## src/rtl/tcsel_pkg.sv

```systemverilog
// Shared types for the telecommand input selector.
// Assumes: nothing beyond IEEE 1800-2017 packages.
package tcsel_pkg;

    // Reason a selection ends in a given cycle.
    typedef enum logic [1:0] {
        END_NONE   = 2'd0,
        END_SEARCH = 2'd1,
        END_LOCK   = 2'd2
    } end_kind_e;

endpackage

```

## src/rtl/tcsel_prescaler.sv

```systemverilog
// Free-running prescaler. Emits a one-cycle tick every 2**PRESC_W cycles,
// in the cycle where the counter holds all ones.
// Assumes: PRESC_W >= 1.
module tcsel_prescaler #(
    parameter int PRESC_W = 16
) (
    input  logic clk,
    input  logic rst_n,
    output logic tick_o
);
    logic [PRESC_W-1:0] cnt_q;

    // Advance the counter every cycle.
    always_ff @(posedge clk) begin
        if (!rst_n) cnt_q <= '0;
        else        cnt_q <= cnt_q + 1'b1;
    end

    assign tick_o = &cnt_q;
endmodule

```

## src/rtl/tcsel_idle_timer.sv

```systemverilog
// Saturating tick counter. It is cleared by clear_i and reports expiry once
// LIMIT ticks have passed without a clear.
// Assumes: LIMIT >= 1; tick_i is a one-cycle pulse.
module tcsel_idle_timer #(
    parameter int LIMIT = 61
) (
    input  logic clk,
    input  logic rst_n,
    input  logic clear_i,
    input  logic tick_i,
    output logic expired_o
);
    localparam int CW = $clog2(LIMIT + 1);
    localparam logic [CW-1:0] LIM = CW'(LIMIT);

    logic [CW-1:0] cnt_q;

    // Count ticks since the last clear, stopping at the limit.
    always_ff @(posedge clk) begin
        if (!rst_n)                        cnt_q <= '0;
        else if (clear_i)                  cnt_q <= '0;
        else if (tick_i && (cnt_q != LIM)) cnt_q <= cnt_q + 1'b1;
    end

    assign expired_o = (cnt_q == LIM);

    // a clear always removes the expiry on the next cycle.
    assert_clear_resets_R7: assert property (@(posedge clk) disable iff (!rst_n)
        clear_i |=> !expired_o);

    // once expired, the timer holds until cleared.
    assert_expiry_sticks_R8: assert property (@(posedge clk) disable iff (!rst_n)
        (expired_o && !clear_i) |=> expired_o);
endmodule

```

## src/rtl/tcsel_arbiter.sv

```systemverilog
// Selection state machine: search, hold, pre-emption and timeout lockout.
// Eligible = active and not locked. The lowest eligible index wins, so
// inputs 0 and 1 outrank the peers 2..N-1.
// Assumes: N >= 3; expiry inputs come from registered timers.
module tcsel_arbiter
    import tcsel_pkg::*;
#(
    parameter int N     = 6,
    parameter int IDX_W = 3
) (
    input  logic             clk,
    input  logic             rst_n,
    input  logic [N-1:0]     act_i,
    input  logic [N-1:0]     clk_exp_i,
    input  logic             st_exp_i,
    input  logic             tail_rej_i,
    output logic             load_o,
    output logic [IDX_W-1:0] sel_idx_o,
    output logic             sel_valid_o,
    output logic             abandon_o
);
    logic [IDX_W-1:0] sel_q;
    logic             valid_q;
    logic             abandon_q;
    logic [N-1:0]     lock_q;

    logic [N-1:0]     elig;
    logic [IDX_W-1:0] pick;
    logic             cur_act;
    logic             cur_to;
    end_kind_e        end_kind;
    logic             preempt;

    // Find the lowest eligible index.
    always_comb begin
        elig = act_i & ~lock_q;
        pick = '0;
        for (int i = N - 1; i >= 0; i--) begin
            if (elig[i]) pick = IDX_W'(i);
        end
    end

    // Decide whether the current selection ends or is pre-empted.
    always_comb begin
        cur_act  = act_i[sel_q];
        cur_to   = clk_exp_i[sel_q] | st_exp_i;
        end_kind = END_NONE;
        if (valid_q) begin
            if (!cur_act || tail_rej_i) end_kind = END_SEARCH;
            else if (cur_to)            end_kind = END_LOCK;
        end
        preempt = valid_q && (end_kind == END_NONE) &&
                  ((sel_q != '0 && elig[0]) ||
                   (sel_q > IDX_W'(1) && elig[1]));
        load_o  = preempt || (!valid_q && (|elig));
    end

    // Update the selection and the abandon pulse.
    always_ff @(posedge clk) begin
        if (!rst_n) begin
            sel_q     <= '0;
            valid_q   <= 1'b0;
            abandon_q <= 1'b0;
        end else begin
            abandon_q <= preempt;
            if (end_kind != END_NONE) begin
                valid_q <= 1'b0;
            end else if (load_o) begin
                valid_q <= 1'b1;
                sel_q   <= pick;
            end
        end
    end

    // One lockout flag per input: set on a timeout release, cleared when inactive.
    for (genvar g = 0; g < N; g++) begin : g_lock
        always_ff @(posedge clk) begin
            if (!rst_n)                                            lock_q[g] <= 1'b0;
            else if (!act_i[g])                                    lock_q[g] <= 1'b0;
            else if (end_kind == END_LOCK && sel_q == IDX_W'(g))   lock_q[g] <= 1'b1;
        end
    end

    assign sel_idx_o   = sel_q;
    assign sel_valid_o = valid_q;
    assign abandon_o   = abandon_q;

    // abandon only accompanies a new selection of input 0 or 1.
    assert_abandon_priority_R10: assert property (@(posedge clk) disable iff (!rst_n)
        abandon_q |-> (valid_q && sel_q <= IDX_W'(1)));

    // losing the active flag always leads to search.
    assert_drop_to_search_R6: assert property (@(posedge clk) disable iff (!rst_n)
        (valid_q && !act_i[sel_q]) |=> !valid_q);

    // an eligible input 0 displaces a held lower input.
    assert_ch0_preempts_R3: assert property (@(posedge clk) disable iff (!rst_n)
        (valid_q && sel_q != '0 && act_i[sel_q] && !tail_rej_i && !cur_to &&
         act_i[0] && !lock_q[0]) |=> (valid_q && sel_q == '0 && abandon_q));

    // no lockout survives a cycle in which its flag was low.
    assert_lock_clears_R9: assert property (@(posedge clk) disable iff (!rst_n)
        (lock_q & ~$past(act_i)) == '0);
endmodule

```

## src/rtl/tc_input_selector.sv

```systemverilog
// Top of the telecommand input selector. It ties together the prescaler,
// one bit-clock idle timer per input, the start-sequence timer of the
// current selection, and the arbiter.
// Assumes: strobes and pulses are one cycle wide and synchronous to clk.
module tc_input_selector #(
    parameter int NUM_CH    = 6,
    parameter int PRESC_W   = 16,
    parameter int CLK_LIMIT = 61,
    parameter int ACT_LIMIT = 5101
) (
    input  logic                      clk,
    input  logic                      rst_n,
    input  logic [NUM_CH-1:0]         tc_active_i,
    input  logic [NUM_CH-1:0]         bit_clk_i,
    input  logic                      start_seen_i,
    input  logic                      tail_or_reject_i,
    output logic [$clog2(NUM_CH)-1:0] sel_idx_o,
    output logic                      sel_valid_o,
    output logic                      abandon_o
);
    localparam int IDX_W = $clog2(NUM_CH);

    logic              tick;
    logic [NUM_CH-1:0] clk_exp;
    logic              st_exp;
    logic              load;

    tcsel_prescaler #(.PRESC_W(PRESC_W)) i_presc (
        .clk    (clk),
        .rst_n  (rst_n),
        .tick_o (tick)
    );

    // One idle timer per input, cleared by its strobe or while inactive.
    for (genvar g = 0; g < NUM_CH; g++) begin : g_idle
        tcsel_idle_timer #(.LIMIT(CLK_LIMIT)) i_idle (
            .clk       (clk),
            .rst_n     (rst_n),
            .clear_i   (!tc_active_i[g] || bit_clk_i[g]),
            .tick_i    (tick),
            .expired_o (clk_exp[g])
        );
    end

    // Start-sequence timer of the current selection.
    tcsel_idle_timer #(.LIMIT(ACT_LIMIT)) i_start (
        .clk       (clk),
        .rst_n     (rst_n),
        .clear_i   (!sel_valid_o || start_seen_i || load),
        .tick_i    (tick),
        .expired_o (st_exp)
    );

    tcsel_arbiter #(.N(NUM_CH), .IDX_W(IDX_W)) i_arb (
        .clk         (clk),
        .rst_n       (rst_n),
        .act_i       (tc_active_i),
        .clk_exp_i   (clk_exp),
        .st_exp_i    (st_exp),
        .tail_rej_i  (tail_or_reject_i),
        .load_o      (load),
        .sel_idx_o   (sel_idx_o),
        .sel_valid_o (sel_valid_o),
        .abandon_o   (abandon_o)
    );
endmodule

```

## config.mk

```make
export PLATFORM = sky130hd
export DESIGN_NAME = tc_input_selector
export DESIGN_NICKNAME = d
export VERILOG_FILES = /design/src/rtl/tcsel_pkg.sv /design/src/rtl/tcsel_prescaler.sv /design/src/rtl/tcsel_idle_timer.sv /design/src/rtl/tcsel_arbiter.sv /design/src/rtl/tc_input_selector.sv
export SDC_FILE = /design/constraint.sdc
export NUM_CORES = 1
export LEC_CHECK = 0
export CAP_MARGIN = 20
export CORE_AREA = 2 2 132 134
export CTS_BUF_LIST = sky130_fd_sc_hd__clkbuf_4
export DETAILED_ROUTE_END_ITERATION = 16
export DIE_AREA = 0 0 134 136
export HOLD_SLACK_MARGIN = 0.12
export MAX_ROUTING_LAYER = met4
export RECOVER_POWER = 25
export REMOVE_ABC_BUFFERS = 1
export SYNTH_ARGS = -nofsm -noshare
export SYNTH_HDL_FRONTEND = slang
export SYNTH_HIERARCHICAL = 1
export SYNTH_SLANG_ARGS = --single-unit
```

## constraint.sdc

```tcl
create_clock -name clk -period 8.8 [get_ports clk]
set_input_delay 0.88 -clock clk [delete_from_list [all_inputs] [get_ports clk]]
set_output_delay 0.88 -clock clk [all_outputs]
set_load 0.02 [all_outputs]
```

==> results of run 1 <==
[sequential cells by signal (all words and copies together), names as in the netlist]
register             flops
i_start/cnt_q           13
g_idle.i_idle/cnt_q     36
i_presc/cnt_q           16
i_arb/abandon_o          1
i_arb/lock_q             6
i_arb/sel_valid_o        1
i_arb/sel_idx_o          3
[worst reg2reg max path: stages (launching register included)]
cell       delay, ns
dfxtp_1         0.70
mux4_2          0.59
a2bb2oi_2       0.20
nor3b_4         0.09
a31o_4          0.25
or3b_1          0.36
nand2b_1        0.33
or4_1           0.63
nand2_1         0.08
[through the flow]
stage | worst slack [ns] | cells
2_1_floorplan | 5.71 | 453
3_3_place_gp | 4.99 | 700
3_5_place_dp | 4.96 | 700
4_1_cts | 5.44 | 715
5_1_grt | 5.02 | 715
6_report | 5.35 | 715
[metal layers]
metal  GRT usage (%)  part of all wire [%]  wire [um]
met5               -                     0          0
met4            5.61                   1.6        138
met1            12.4                    47       4170
met3            1.90                   3.4        304
met2            17.2                    48       4210
[cells by family after synthesis]
| family | Yosys count | synth area share [%] |
|---|---|---|
| muxes | 14 | 3.87 |
| DFF | 76 | 36.8 |
| xor gates and xnor gates | 15 | 3.17 |
| adders and majority gates | 15 | 4.53 |
| AOI/OAI and AO/OA | 96 | 17.3 |
| and+or+nand+nor | 216 | 31.7 |
| buffers and inverters | 27 | 2.66 |
[report_power, final]
part	total, uW	internal [uW]	leakage, uW	switching, uW
Clock	240	116	0.0000822	124
Combinational	34.8	17.0	0.000947	17.8
Sequential	350	346	0.000613	4.06
Total	625	479	0.00164	146
[synthesized netlist by cell type (all sizes together), types with 5 or more instances]
cell / count / area, um^2
or3: 5 / 31.3
xnor2: 5 / 43.8
a21oi: 34 / 170
mux2: 6 / 67.6
and3: 13 / 87.6
clkbuf: 5 / 20.0
mux2i: 7 / 70.1
o21ai: 15 / 97.6
inv: 21 / 78.8
and2: 14 / 87.6
a211oi: 12 / 120
o2111a: 7 / 78.8
nor3: 28 / 175
nor2: 34 / 128
nor4: 5 / 65.1
nand4: 10 / 68.8
ha: 15 / 188
and4b: 5 / 50.1
nand2b: 21 / 131
a31oi: 6 / 37.5
nand2: 28 / 108
nand3: 29 / 185
dfxtp: 76 / 1520
nor2b: 12 / 75.1
xor2: 10 / 87.6
o211a: 6 / 60.1
[cell type report]
class,count,share of cell area [%]
repair buffers,22,4.45
clock inverters,5,1.63
clock buffers,10,1.58
multi-input cells,356,52.8
well taps,225,5.92
flip-flops and latches,76,32.0
inverters,21,1.66
[final timing paths]
path / endpoint / depth (start not counted)
worst max-delay path: i_start/cnt_q[8] / 5
worst min-delay path: i_arb/lock_q[1] / 2
worst max register to register: i_start/cnt_q[8] / 8
worst min register to register: i_arb/lock_q[1] / 2
[cell usage in the layout, fill, tap and decap left out, types with 3 or more instances in the layout]
master / n
a211oi_1: 6
a211oi_2: 6
a21oi_1: 34
a31oi_1: 6
and2_0: 8
and2_1: 6
and3_1: 8
and3_2: 5
and4b_1: 5
clkbuf_4: 10
clkdlybuf4s50_1: 19
dfxtp_1: 76
ha_1: 15
inv_1: 21
mux2_2: 6
mux2i_1: 7
nand2_1: 27
nand2b_1: 21
nand3_1: 21
nand3_2: 8
nand4_1: 9
nor2_1: 34
nor2b_1: 12
nor3_1: 21
nor3_2: 7
nor4_2: 3
o2111a_1: 7
o211a_1: 6
o21ai_0: 9
o21ai_2: 6
or3_1: 5
xnor2_1: 5
xor2_1: 10
==> flow_metrics.env, run 1 <==
export IMPL_synth_area_um2=4140
export IMPL_period_minus_slack_ns=3.45
export IMPL_slowest_delay_ns=1.16
export IMPL_hold_class="reg2reg"
export IMPL_grt_pass1_wl_um=15100
export IMPL_endpoint_kind="flop"
export IMPL_max_freq_mhz=290
export IMPL_vias=3452
export IMPL_period_share_pct=39.2
export IMPL_die_h_um=136
export IMPL_drtIter0Drc=163
export IMPL_area_delta_synth_final_pct=14.8
export IMPL_dieArea_um2=18200
export IMPL_cp_data_arrival_time_ns=3.83
export IMPL_crit_chain="dlygate4sd3_1, clkbuf_1, nand2b_1, or4_1, nand2_1"
export IMPL_drive_gt1_share_pct=13.9
export IMPL_grt_setup_unrepaired="no"
export IMPL_drtAntennaViolNets=0
export IMPL_status="complete, but fails checks"
export IMPL_yosysUniqueCellTypes=61
export IMPL_multi_input_area_um2=2510
export IMPL_setup_worst_path_class="in2reg"
export IMPL_cts_resized=0
export IMPL_tritoncts="built"
export IMPL_io_pins=21
export IMPL_worst_slew_pin_slew_ns=1.61
export IMPL_final_area_um2=4750
export IMPL_insertion_delay_ns=0.44
export IMPL_n_fill_cell=1785
export IMPL_clock_root_buffer="clkbuf_4"
export IMPL_startpoint="rst_n"
export IMPL_async_flop_share_pct=0
export IMPL_gp_congestion=0.818
export IMPL_synth_avg_cell_area_um2=9.02
export IMPL_antenna_found_initial=0
export IMPL_dpl_hpwl_um=6430
export IMPL_grt_overflow=0
export IMPL_nets=517
export IMPL_clockBufferDepth=2
export IMPL_worstPathMaxFanout=40
export IMPL_vias_per_cell=4.83
export IMPL_grt_pass1_vias=3303
export IMPL_p_leak_uw=0.00164
export IMPL_final_setup_skew_ns=0.0136
export IMPL_power_density_nw_per_um2=131
export IMPL_max_slew_margin_pct=-7.44
export IMPL_postCtsSetupRepairBufs=0
export IMPL_utilization_pct=28.2
export IMPL_setup_viol=0
export IMPL_power_uw=625
export IMPL_dpl_cell_area_um2=4600
export IMPL_regArea_um2=1520
export IMPL_ir_worst_vdd_v=0.0000927
export IMPL_path_delay_family="buffers and inverters"
export IMPL_worst_path_max_delay_cell="clkbuf_1"
export IMPL_detail_route_drc_violations=0
export IMPL_min_delay_start="i_arb/lock_q[1]"
export IMPL_worst_path_buf_inv=2
export IMPL_final_hold_violation_count=0
export IMPL_die_w_um=134
export IMPL_htree_num_levels=3
export IMPL_finalMaxSlewViolations=41
export IMPL_fin_hold_ws_ns=0.468
export IMPL_synth_seq_cells=76
export IMPL_start_kind="input port"
export IMPL_cap_violations=1
export IMPL_synth_edf_count=0
export IMPL_io_buffers=20
export IMPL_violations="capacitance limit, slew limit"
export IMPL_routedWlPerCell_um=12.3
export IMPL_syn_inst=459
export IMPL_cts_num_sinks=76
export IMPL_rrSetupSlack_ns=5.52
export IMPL_grt_use_total_pct=10.5
export IMPL_cts_made_buffers=9
export IMPL_synthFlopType="dfxtp_1"
export IMPL_yosysSeqAreaShare_pct=36.8
export IMPL_clk_pin_slew_ns=0.12
export IMPL_holdBufCountCts=0
export IMPL_start_util_pct=24.5
export IMPL_fin_tns_setup_ns=0
export IMPL_grt_start_max_net_pins=45
export IMPL_rows=48
export IMPL_wirelength_um=8830
export IMPL_cp_required_ns=9.19
export IMPL_r2r_start="i_arb/sel_idx_o[0]"
export IMPL_detail_route_first_pass_iterations=5
export IMPL_yosysWarnings=6
export IMPL_n_antenna_cell=0
export IMPL_core_um2=16900
No activity file was read; power rests on OpenSTA's default activity.
==> run 2: changes to the inputs <==
- clock period: 8.8 -> 3 ns (I/O delays scaled with it)
==> run 2 against run 1 <==
Net effect: the run now ends clean; global-route usage rose by 0.20 points; clock-buffer cell count fell by 1; flip-flop and latch count unchanged; hold slack lost 0.0056 ns; sequential share of layout area fell by 0.68 points; combinational power grew to 3.3 times the previous value; highest routed layer unchanged.
==> flow_metrics.env, run 2 (synthesis gave the netlist of run 1 again) <==
export IMPL_start_kind="flop"
export IMPL_final_common_cell="dfxtp_1"
export IMPL_topRoutingLayerUsed="met4"
export IMPL_nets=530
export IMPL_crit_top_cell="nand2_1"
export IMPL_io_pins=21
export IMPL_largest_register_ffs=36
export IMPL_wirelength_um=9210
export IMPL_grt_use_total_pct=10.7
export IMPL_endpoint_kind="flop"
export IMPL_cts_made_buffers=9
export IMPL_slowest_delay_ns=0.53
export IMPL_dieArea_um2=18200
export IMPL_grt_start_max_net_pins=32
export IMPL_seq_power_share_pct=56.2
export IMPL_max_slew_margin_pct=46.1
export IMPL_grt_pass1_wl_um=15600
export IMPL_dpl_hpwl_um=6880
export IMPL_insertion_delay_ns=0.43
export IMPL_worst_slew_pin_slew_ns=0.806
export IMPL_routedWlPerCell_um=12.6
export IMPL_p_leak_uw=0.00172
export IMPL_final_cell_mix="dfxtp_1 (76), nor2_1 (34), a21oi_1 (34)"
export IMPL_dp_cells=713
export IMPL_cts_num_sinks=76
export IMPL_reg_top3="g_idle.i_idle/cnt_q x36, i_presc/cnt_q x16, i_start/cnt_q x13"
export IMPL_core_um2=16900
export IMPL_start_util_pct=24.5
export IMPL_final_hold_violation_count=0
export IMPL_fin_tns_setup_ns=0
export IMPL_grt_pass1_vias=3482
export IMPL_clock_root_buffer="clkbuf_4"
export IMPL_period_minus_slack_ns=2.76
export IMPL_n_antenna_cell=0
export IMPL_wl_met2_um=4450
export IMPL_min_delay_start="i_arb/lock_q[1]"
export IMPL_ir_worst_vdd_v=0.000206
export IMPL_p_sw_uw=421
export IMPL_postCtsSetupRepairBufs=0
export IMPL_max_freq_mhz=363
export IMPL_io_buffers=20
export IMPL_detail_route_first_pass_iterations=4
export IMPL_wl_met3_um=485
export IMPL_pwr_share_clk_pct=37.5
export IMPL_power_density_nw_per_um2=374
export IMPL_multi_input_area_um2=2520
export IMPL_cap_violations=0
export IMPL_crit_chain="ha_1, nand2_1, nor2_1, mux2i_1, nor3_2, nor3_1, a31o_4, or3b_1, nand2b_1, or4_1, nand2_1"
export IMPL_final_setup_skew_ns=0.0142
export IMPL_drive_gt1_share_pct=16.1
export IMPL_detail_route_drc_violations=0
export IMPL_comb_power_share_pct=6.3
export IMPL_antenna_found_initial=0
export IMPL_setup_worst_path_class="reg2reg"
export IMPL_p_sw_share_pct=23.1
export IMPL_grt_overflow=0
export IMPL_setup_viol=0
export IMPL_rows=48
export IMPL_grt_setup_unrepaired="no"
export IMPL_largest_register="g_idle.i_idle/cnt_q"
export IMPL_worstPathMaxFanout=5
export IMPL_p_int_uw=1400
export IMPL_fin_cells=728
export IMPL_gp_congestion=0.837
export IMPL_utilization_pct=28.8
export IMPL_die_h_um=136
export IMPL_drtAntennaViolNets=0
export IMPL_r2r_start="g_idle[0].i_idle/cnt_q[0]"
export IMPL_drtIter0Drc=134
export IMPL_n_fill_cell=1761
export IMPL_hold_class="reg2reg"
export IMPL_htree_num_levels=3
export IMPL_cp_required_ns=3.38
export IMPL_die_w_um=134
export IMPL_status="finished clean"
export IMPL_vias=3500
export IMPL_vias_per_cell=4.81
export IMPL_clockBufferDepth=2
export IMPL_finalMaxSlewViolations=0
export IMPL_worst_path_max_delay_cell="or4_1"
export IMPL_clk_pin_slew_ns=0.12
export IMPL_cp_data_arrival_time_ns=3.14
export IMPL_area_delta_synth_final_pct=17.4
export IMPL_met1_length_um=4220
export IMPL_tritoncts="built"
export IMPL_startpoint="g_idle[0].i_idle/cnt_q[0]"
export IMPL_regArea_um2=1520
export IMPL_period_share_pct=91.8
==> run 2: area by class of cell <==
cell class / count / share of cell area [%]
Multi-Input combinational cell: 356 / 51.9
Sequential cell: 76 / 31.3
Timing Repair Buffer: 35 / 6.36
Tap cell: 225 / 5.80
Clock inverter: 6 / 1.65
Inverter: 21 / 1.62
Clock buffer: 9 / 1.39
==> run 2: critical path: cells and delay by family, from the launching register on <==
kind,cells,cell delay (ns)
muxes,1,0.09
DFF,1,0.42
adders and majority gates,1,0.26
AOI/OAI and AO/OA,1,0.27
and+or+nand+nor,8,1.66
==> run 2: metrics by stage <==
step | area (um^2) | hold slack, ns | total power, uW | setup slack [ns]
6_report | 4860 | 0.462 | 1820 | 0.245
2_1_floorplan | 4110 | 0.414 | 1100 | 0.0294
3_3_place_gp | 4700 | 0.445 | 1160 | 0.103
4_1_cts | 4850 | 0.467 | 1860 | 0.148
3_5_place_dp | 4700 | 0.449 | 1160 | 0.0895
5_1_grt | 4860 | 0.490 | 1900 | 0.0351
==> run 2: metal layers <==
layer | vias up | track usage [%]
li1 | 1767 | -
met1 | 1670 | 12.9
met2 | 58 | 17.8
met3 | 5 | 2.05
met4 | 0 | 4.37
met5 | - | -
==> run 2: power groups by stage <==
stage,sequential [uW],combinational (uW),clock [uW]
final,1020,114,682
after global routing,1020,125,752
after CTS,1020,117,715
after detailed placement,1050,117,0
after global placement,1050,116,0
after floorplan,1050,49.5,0
==> run 2: path summary, 6_finish.rpt <==
path                            to  slack [ns]  cells past startpoint
hold reg to reg    i_arb/lock_q[1]        0.46                      2
setup / recovery  i_start/cnt_q[8]        0.24                     11
setup reg to reg  i_start/cnt_q[8]        0.24                     11
hold / removal     i_arb/lock_q[1]        0.46                      2
==> run 2: timing repair <==
action,CTS,global route
setup endpoints to repair,0,1
hold buffers,0,0
hold endpoints to repair,0,0
gates resized for setup,0,2
==> run 3: changes to the inputs <==
- CTS_CLUSTER_DIAMETER: default -> 100
==> results of run 3 <==
No change in the layout: final DEF, timing and power equal those of run 2.
